$ cat src/rtl/bcpwm_pkg.sv
package bcpwm_pkg;

    typedef enum logic [2:0] {
        ST_SOLO,
        ST_HOLD0,
        ST_HOLD0_NEXT1,
        ST_HOLD1,
        ST_HOLD1_NEXT0
    } link_st_t;

    localparam logic [2:0] ADDR_CTL0 = 3'd6;
    localparam logic [2:0] ADDR_CTL1 = 3'd7;
    localparam int NUM_VALS = 3;   // modulo, compare 0, compare 1
    localparam int NUM_CH   = 2;

    typedef struct packed {
        logic oie;
        logic cie;
        logic tov;
        logic link;
    } ctl0_t;

    typedef struct packed {
        logic cie;
        logic tov;
    } ctl1_t;

endpackage

$ cat src/rtl/bcpwm_regs.sv
module bcpwm_regs
    import bcpwm_pkg::*;
#(
    parameter int CW = 16
) (
    input  logic          clk,
    input  logic          rst_n,
    input  logic          wr_en,
    input  logic [2:0]    wr_addr,
    input  logic [7:0]    wr_data,
    output logic [CW-1:0] mod_val,
    output logic [CW-1:0] cmp0_val,
    output logic [CW-1:0] cmp1_val,
    output logic          cmp0_commit,
    output logic          cmp1_commit,
    output ctl0_t         ctl0,
    output ctl1_t         ctl1
);
    localparam int HW = CW - 8;

    logic [CW-1:0] val   [NUM_VALS];
    logic [HW-1:0] stage [NUM_VALS];
    logic [NUM_VALS-1:0] commit;

    for (genvar g = 0; g < NUM_VALS; g++) begin : g_val
        localparam logic [2:0] LO_ADDR = 3'(2 * g);
        localparam logic [2:0] HI_ADDR = 3'(2 * g + 1);

        assign commit[g] = wr_en && (wr_addr == LO_ADDR);

        always_ff @(posedge clk or negedge rst_n) begin
            if (!rst_n) begin
                stage[g] <= '1;
                val[g]   <= '1;
            end else begin
                if (wr_en && (wr_addr == HI_ADDR))
                    stage[g] <= wr_data[HW-1:0];
                if (commit[g])
                    val[g] <= {stage[g], wr_data};
            end
        end

        // a value only changes on its own low-byte write
        a_r5_low_commit: assert property (@(posedge clk) disable iff (!rst_n)
            !commit[g] |=> $stable(val[g]));
    end

    always_ff @(posedge clk or negedge rst_n) begin
        if (!rst_n) begin
            ctl0 <= '0;
            ctl1 <= '0;
        end else if (wr_en) begin
            if (wr_addr == ADDR_CTL0)
                ctl0 <= wr_data[3:0];
            if (wr_addr == ADDR_CTL1)
                ctl1 <= wr_data[2:1];
        end
    end

    assign mod_val     = val[0];
    assign cmp0_val    = val[1];
    assign cmp1_val    = val[2];
    assign cmp0_commit = commit[1];
    assign cmp1_commit = commit[2];
endmodule

$ cat src/rtl/bcpwm_cnt.sv
module bcpwm_cnt #(
    parameter int CW = 16
) (
    input  logic          clk,
    input  logic          rst_n,
    input  logic [CW-1:0] mod_val,
    input  logic          ovf_ie,
    output logic [CW-1:0] cnt,
    output logic          ovf,
    output logic          ovf_irq
);
    assign ovf = (cnt >= mod_val);

    always_ff @(posedge clk or negedge rst_n) begin
        if (!rst_n) begin
            cnt     <= '0;
            ovf_irq <= 1'b0;
        end else begin
            cnt     <= ovf ? '0 : cnt + 1'b1;
            ovf_irq <= ovf && ovf_ie;
        end
    end

    // counting steps by one between wraps
    a_r1_step: assert property (@(posedge clk) disable iff (!rst_n)
        !ovf |=> cnt == $past(cnt) + 1'b1);
    // the cycle after a wrap the count is zero
    a_r1_wrap: assert property (@(posedge clk) disable iff (!rst_n)
        ovf |=> cnt == '0);
    // overflow interrupt only follows an enabled wrap
    a_r10_ovf_irq: assert property (@(posedge clk) disable iff (!rst_n)
        ovf_irq |-> $past(ovf_ie));
endmodule

$ cat src/rtl/bcpwm_link.sv
module bcpwm_link
    import bcpwm_pkg::*;
(
    input  logic clk,
    input  logic rst_n,
    input  logic link_req,
    input  logic ovf,
    input  logic wr0,
    input  logic wr1,
    output logic linked,
    output logic use1
);
    link_st_t st, nxt;

    always_ff @(posedge clk or negedge rst_n) begin
        if (!rst_n) st <= ST_SOLO;
        else        st <= nxt;
    end

    always_comb begin
        nxt = st;
        unique case (st)
            ST_SOLO: begin
                if (link_req) nxt = ST_HOLD0;
            end
            ST_HOLD0: begin
                if (!link_req) nxt = ST_SOLO;
                else if (wr1)  nxt = ST_HOLD0_NEXT1;
            end
            ST_HOLD0_NEXT1: begin
                if (!link_req) nxt = ST_SOLO;
                else if (wr0)  nxt = ST_HOLD0;
                else if (ovf)  nxt = ST_HOLD1;
            end
            ST_HOLD1: begin
                if (!link_req) nxt = ST_SOLO;
                else if (wr0)  nxt = ST_HOLD1_NEXT0;
            end
            ST_HOLD1_NEXT0: begin
                if (!link_req) nxt = ST_SOLO;
                else if (wr1)  nxt = ST_HOLD1;
                else if (ovf)  nxt = ST_HOLD0;
            end
            default: nxt = ST_SOLO;
        endcase
    end

    always_comb begin
        linked = 1'b1;
        use1   = 1'b0;
        unique case (st)
            ST_SOLO:        linked = 1'b0;
            ST_HOLD0:       use1   = 1'b0;
            ST_HOLD0_NEXT1: use1   = 1'b0;
            ST_HOLD1:       use1   = 1'b1;
            ST_HOLD1_NEXT0: use1   = 1'b1;
            default:        linked = 1'b0;
        endcase
    end

    // entering link mode always starts on channel 0
    a_r6_start0: assert property (@(posedge clk) disable iff (!rst_n)
        (st == ST_SOLO && link_req) |=> (linked && !use1));
    // the source only changes at a wrap while linked
    a_r6_switch_at_ovf: assert property (@(posedge clk) disable iff (!rst_n)
        (linked && link_req && !ovf) |=> $stable(use1));
    // pending channel 1 takes over at the wrap
    a_r7_take1: assert property (@(posedge clk) disable iff (!rst_n)
        (st == ST_HOLD0_NEXT1 && link_req && ovf && !wr0) |=> st == ST_HOLD1);
    // an active write drops the pending switch
    a_r7_cancel: assert property (@(posedge clk) disable iff (!rst_n)
        (st == ST_HOLD1_NEXT0 && link_req && wr1) |=> st == ST_HOLD1);
endmodule

$ cat src/rtl/bcpwm_pin.sv
module bcpwm_pin (
    input  logic clk,
    input  logic rst_n,
    input  logic en,
    input  logic tov,
    input  logic cie,
    input  logic ovf,
    input  logic match,
    output logic pin,
    output logic irq
);
    always_ff @(posedge clk or negedge rst_n) begin
        if (!rst_n) begin
            pin <= 1'b0;
            irq <= 1'b0;
        end else begin
            irq <= en && cie && match;
            if (!en)
                pin <= 1'b0;
            else if (tov) begin
                if (ovf)        pin <= 1'b1;
                else if (match) pin <= 1'b0;
            end else if (match)
                pin <= ~pin;
        end
    end

    // a wrap with tov always leaves the pin high
    a_r4_ovf_wins: assert property (@(posedge clk) disable iff (!rst_n)
        (en && tov && ovf) |=> pin);
    // without tov, a cycle with no match holds the pin
    a_r3_hold: assert property (@(posedge clk) disable iff (!rst_n)
        (en && !tov && !match) |=> $stable(pin));
    // a compare interrupt needs an enabled match
    a_r10_cmp_irq: assert property (@(posedge clk) disable iff (!rst_n)
        irq |-> $past(cie && match && en));
endmodule

$ cat src/rtl/bcpwm_top.sv
module bcpwm_top
    import bcpwm_pkg::*;
#(
    parameter int CW = 16
) (
    input  logic          clk,
    input  logic          rst_n,
    input  logic          wr_en,
    input  logic [2:0]    wr_addr,
    input  logic [7:0]    wr_data,
    output logic [CW-1:0] count_o,
    output logic          cmp_pin0,
    output logic          cmp_pin1,
    output logic          ch1_pin_free,
    output logic          ovf_irq,
    output logic          cmp_irq0,
    output logic          cmp_irq1
);
    logic [CW-1:0] mod_val, cmp0_val, cmp1_val, cmp_src0;
    logic          cmp0_commit, cmp1_commit;
    ctl0_t         ctl0;
    ctl1_t         ctl1;
    logic          ovf, linked, use1;

    logic [NUM_CH-1:0] ch_en, ch_tov, ch_cie, ch_match, ch_pin, ch_irq;

    bcpwm_regs #(.CW(CW)) u_regs (
        .clk(clk), .rst_n(rst_n), .wr_en(wr_en), .wr_addr(wr_addr),
        .wr_data(wr_data), .mod_val(mod_val), .cmp0_val(cmp0_val),
        .cmp1_val(cmp1_val), .cmp0_commit(cmp0_commit),
        .cmp1_commit(cmp1_commit), .ctl0(ctl0), .ctl1(ctl1)
    );

    bcpwm_cnt #(.CW(CW)) u_cnt (
        .clk(clk), .rst_n(rst_n), .mod_val(mod_val), .ovf_ie(ctl0.oie),
        .cnt(count_o), .ovf(ovf), .ovf_irq(ovf_irq)
    );

    bcpwm_link u_link (
        .clk(clk), .rst_n(rst_n), .link_req(ctl0.link), .ovf(ovf),
        .wr0(cmp0_commit), .wr1(cmp1_commit), .linked(linked), .use1(use1)
    );

    // Buffered source selection for the channel-0 pin
    assign cmp_src0 = (linked && use1) ? cmp1_val : cmp0_val;

    assign ch_match[0] = (count_o == cmp_src0);
    assign ch_match[1] = (count_o == cmp1_val);
    assign ch_en[0]    = 1'b1;
    assign ch_en[1]    = !linked;
    assign ch_tov[0]   = ctl0.tov;
    assign ch_tov[1]   = ctl1.tov;
    assign ch_cie[0]   = ctl0.cie;
    assign ch_cie[1]   = ctl1.cie;

    for (genvar c = 0; c < NUM_CH; c++) begin : g_ch
        bcpwm_pin u_pin (
            .clk(clk), .rst_n(rst_n), .en(ch_en[c]), .tov(ch_tov[c]),
            .cie(ch_cie[c]), .ovf(ovf), .match(ch_match[c]),
            .pin(ch_pin[c]), .irq(ch_irq[c])
        );
    end

    assign cmp_pin0     = ch_pin[0];
    assign cmp_pin1     = ch_pin[1];
    assign cmp_irq0     = ch_irq[0];
    assign cmp_irq1     = ch_irq[1];
    assign ch1_pin_free = linked;

    // a released channel-1 pin stays low and silent
    a_r9_pin1_idle: assert property (@(posedge clk) disable iff (!rst_n)
        (ch1_pin_free && $past(ch1_pin_free)) |-> (!cmp_pin1 && !cmp_irq1));
    // outputs come out of reset quiet
    a_r11_reset: assert property (@(posedge clk)
        $rose(rst_n) |-> (!cmp_pin0 && !cmp_pin1 && !ovf_irq));
endmodule

$ cat config.mk
export PLATFORM = sky130hd
export DESIGN_NAME = bcpwm_top
export DESIGN_NICKNAME = d
export VERILOG_FILES = /design/src/rtl/bcpwm_pkg.sv /design/src/rtl/bcpwm_regs.sv /design/src/rtl/bcpwm_cnt.sv /design/src/rtl/bcpwm_link.sv /design/src/rtl/bcpwm_pin.sv /design/src/rtl/bcpwm_top.sv
export SDC_FILE = /design/constraint.sdc
export NUM_CORES = 1
export LEC_CHECK = 0
export ABC_AREA = 1
export BUFFER_PORTS_ARGS = -buffer_cell sky130_fd_sc_hd__buf_4
export CAP_MARGIN = 10
export CORE_MARGIN = 5
export CORE_UTILIZATION = 50
export DETAILED_ROUTE_END_ITERATION = 10
export GPL_TIMING_DRIVEN = 0
export PLACE_DENSITY = 0.73
export SETUP_SLACK_MARGIN = 0.02
export SLEW_MARGIN = 20
export SYNTH_ARGS = -nofsm -noshare
export SYNTH_HDL_FRONTEND = slang
export SYNTH_SLANG_ARGS = --single-unit
export TNS_END_PERCENT = 5
$ cat constraint.sdc
create_clock -name clk -period 2.1 [get_ports clk]
set_input_delay 0.42 -clock clk [delete_from_list [all_inputs] [get_ports clk]]
set_output_delay 0.42 -clock clk [all_outputs]
set_load 0.05 [all_outputs]
==> flow_summary.json <==
{
  "p_per_area_nw_per_um2": 1070,
  "antenna_found_initial": 0,
  "drt_iter0_drc": 247,
  "synth-seq-cells": 102,
  "start_util_pct": 51.0,
  "switching_power_uw": 2420,
  "crit_path_end_kind": "flop",
  "synthCells": 642,
  "wl_mm": 13.3,
  "post-route-period-util_pct": 95.1,
  "nets": 729,
  "cell_internal_pwr_uw": 4050,
  "die_y_microns": 113,
  "ys_types": 35,
  "irDropWorstVdd_v": 0.000603,
  "cts_inserted_buffers": 9,
  "clk_pin_slew_ns": 0.10,
  "slew_headroom_pct": 40.1,
  "grtUsageTotal_pct": 21.6,
  "hpwlAfterDp_mm": 9.38,
  "required_ns": 2.36,
  "fin_skew_ns": 0.0159,
  "finalMaxSlewViolations": 0,
  "use_met1_pct": 29.1,
  "grt.overflow.total": 0,
  "clk_path_buf_depth": 2,
  "status": "finished clean",
  "fillers": 934,
  "grt_use_met3_pct": 2.86,
  "grt_pass1_wl_mm": 21.5,
  "clk_latency_ns": 0.38,
  "grt_pass1_vias": 4186,
  "period_needed_ns": 2.00,
  "dp_cells": 813,
  "ys_warn_count": 0,
  "dieArea_sq_um": 12700,
  "synth_top_area_share_pct": 35.9,
  "crit_fanout": 3,
  "synth.yosys.seq_area_share_pct": 50.1,
  "io_pins": 36,
  "num_rows": 37,
  "finalHoldViolCount": 0,
  "grt_max_degree": 103,
  "layout-drive-gt1-share_pct": 23.6,
  "drv_cap": 0,
  "drc": 0,
  "area_growth_pct": 14.7,
  "layoutNonFillerInstCount": 839,
  "p_comb_share_pct": 35.0,
  "synthTopCellsByArea": "dfstp_2 36%, dfrtp_1 14%, nand2_1 14%",
  "postSynthAreaPerCell_sq_um": 8.21,
  "p_sw_share_pct": 37.4,
  "num_vias": 4396,
  "pwr-share-clk_pct": 19.9,
  "fin_area_sq_um": 6050,
  "synthesis.nets": 673,
  "syn_area_sq_um": 5270,
  "viasPerCell": 5.24,
  "tightestPinTransition_ns": 0.899,
  "crit_path_start_kind": "flop",
  "finalSetupViolations": 0,
  "firstDrtPassIters": 7,
  "critPathKind": "flop to flop",
  "hold_path.class": "input pin to async pin",
  "rsz0062_at_grt": "yes",
  "fmax_mhz": 501,
  "htree_num_levels": 3,
  "worstPathArrival_ns": 2.26,
  "coreArea_sq_um": 10300,
  "diodes": 0,
  "ctsRootBufferMaster": "clkbuf_8",
  "power_uw": 6470,
  "port_buffers": 35,
  "layout_common_cells": "196 x nand2_1, 72 x dfstp_2, 63 x inv_1, 62 x o21ai_0, 43 x buf_4",
  "placedInstanceArea_sq_um": 5710,
  "seqPwrFrac_pct": 45.1,
  "top_usage_layer": "met2",
  "tritoncts": "done",
  "synth_area_leader_cell": "dfstp_2",
  "wl_per_cell_microns": 15.9,
  "layout_commonest_cell": "nand2_1",
  "die_w_microns": 113,
  "p_leak_uw": 0.00285,
  "gp_congestion": 0.902,
  "cts.sinks": 102,
  "groute.layer.met2.usage_pct": 35.0,
  "ant_nets": 0,
  "timing.hold.ws_ns": 0.150
}
-- logic make-up (layout without fill, tap and decap cells) --
group,Yosys count,after routing,share of synthesized area [%]
AO/OA/AOI/OAI,100,100,9.81
XOR/XNOR,20,20,3.32
adder cells (fa/ha/maj),17,17,4.04
buffers and inverters,86,147,6.72
flip-flops,102,102,50.1
AND/OR/NAND/NOR,317,317,26.0
-- per-layer routing --
layer	routed length (microns)	up-vias
li1	-	2165
met1	6050	2099
met2	6300	111
met3	542	21
met4	408	0
met5	0	-
-- synth_stat cells, drive strengths merged --
cell and count:
xor2 2, buf 4, o31ai 2, a21boi 1
inv 66, nor3b 1, nand2 207, clkbuf 15
a21oi 27, o21a 2, a31oi 1, o21bai 1
ha 17, or2 1, dfstp 72, nor3 8
nand3 37, nor4 1, xnor2 18, clkinv 1
nor2 46, o21ai 66, dfrtp 30, nand3b 7
nand4 9
-- state kept, by name, indices dropped and copies added (netlist names) --
signal,cells
u_regs.cmp0_val,16
g_ch.u_pin.pin,2
u_regs.stage,24
u_regs.mod_val,16
u_cnt.ovf_irq,1
g_ch.u_pin.irq,2
u_regs.ctl1,2
u_cnt.cnt,16
u_regs.ctl0,4
u_link.st,3
u_regs.cmp1_val,16
-- final cells by class --
cell class | count | area (sq um) | area share (%)
Clock inverter | 3 | 42.5 | 0.703
Clock buffer | 13 | 159 | 2.63
Inverter | 67 | 255 | 4.22
Timing Repair Buffer | 45 | 362 | 5.98
Multi-Input combinational cell | 454 | 2300 | 38.1
Tap cell | 136 | 170 | 2.81
Sequential cell | 102 | 2650 | 43.8
Buffer | 19 | 104 | 1.72
-- critical path, stage by stage (launching register included) --
cell	delay, ns
dfstp_2	0.54
inv_1	0.04
ha_1	0.27
a21boi_1	0.16
o21bai_1	0.07
nand2_1	0.07
nand2_1	0.05
nand2_1	0.09
nand2_2	0.07
nand2_4	0.11
clkinvlp_4	0.12
buf_4	0.17
o21ai_0	0.07
a21oi_1	0.06
-- path summary, 6_finish.rpt --
check                                               from                         endpoint  slack [ns]  cells past startpoint
max                        u_regs.mod_val[1]$_DFFE_PN1P_           u_cnt.cnt[3]$_DFF_PN0_        0.10                     13
min reg2reg                 u_regs.stage[11]$_DFFE_PN1P_  u_regs.cmp0_val[11]$_DFFE_PN1P_        0.46                      2
max in group asynchronous                          rst_n           u_cnt.cnt[3]$_DFF_PN0_        1.34                      1
min                                                rst_n       u_regs.ctl0[3]$_DFFE_PN0P_        0.15                      1
min in group clk                              wr_data[2]       u_regs.ctl1[1]$_DFFE_PN0P_        0.28                      3
max reg2reg                u_regs.mod_val[1]$_DFFE_PN1P_           u_cnt.cnt[3]$_DFF_PN0_        0.10                     13
-- power groups by stage --
stage | registers, uW | logic (uW) | clock network (uW)
2_1_floorplan | 3100 | 1350 | 0
3_3_place_gp | 2940 | 2040 | 0
3_5_place_dp | 2960 | 2130 | 0
4_1_cts | 2930 | 2180 | 1310
5_1_grt | 2970 | 2520 | 1390
6_report | 2920 | 2270 | 1290
-- through the flow --
| stage | utilization [%] | setup TNS (ns) | setup WS [ns] |
|---|---|---|---|
| after floorplan | - | 0 | 0.0176 |
| after global placement | 55.3 | -1.19 | -0.160 |
| after detailed placement | 55.3 | -1.99 | -0.212 |
| after CTS | 57.7 | 0 | 0.00352 |
| after global routing | 58.6 | 0 | 0.000754 |
| final | 58.6 | 0 | 0.103 |
-- what timing repair did --
item,4_1_cts,5_1_grt
pin swaps,0,4
endpoints found under the setup margin,22,9
gates resized for setup,8,13
setup buffers,3,7
hold buffers,0,0
Power figures use the tool's default switching activity.
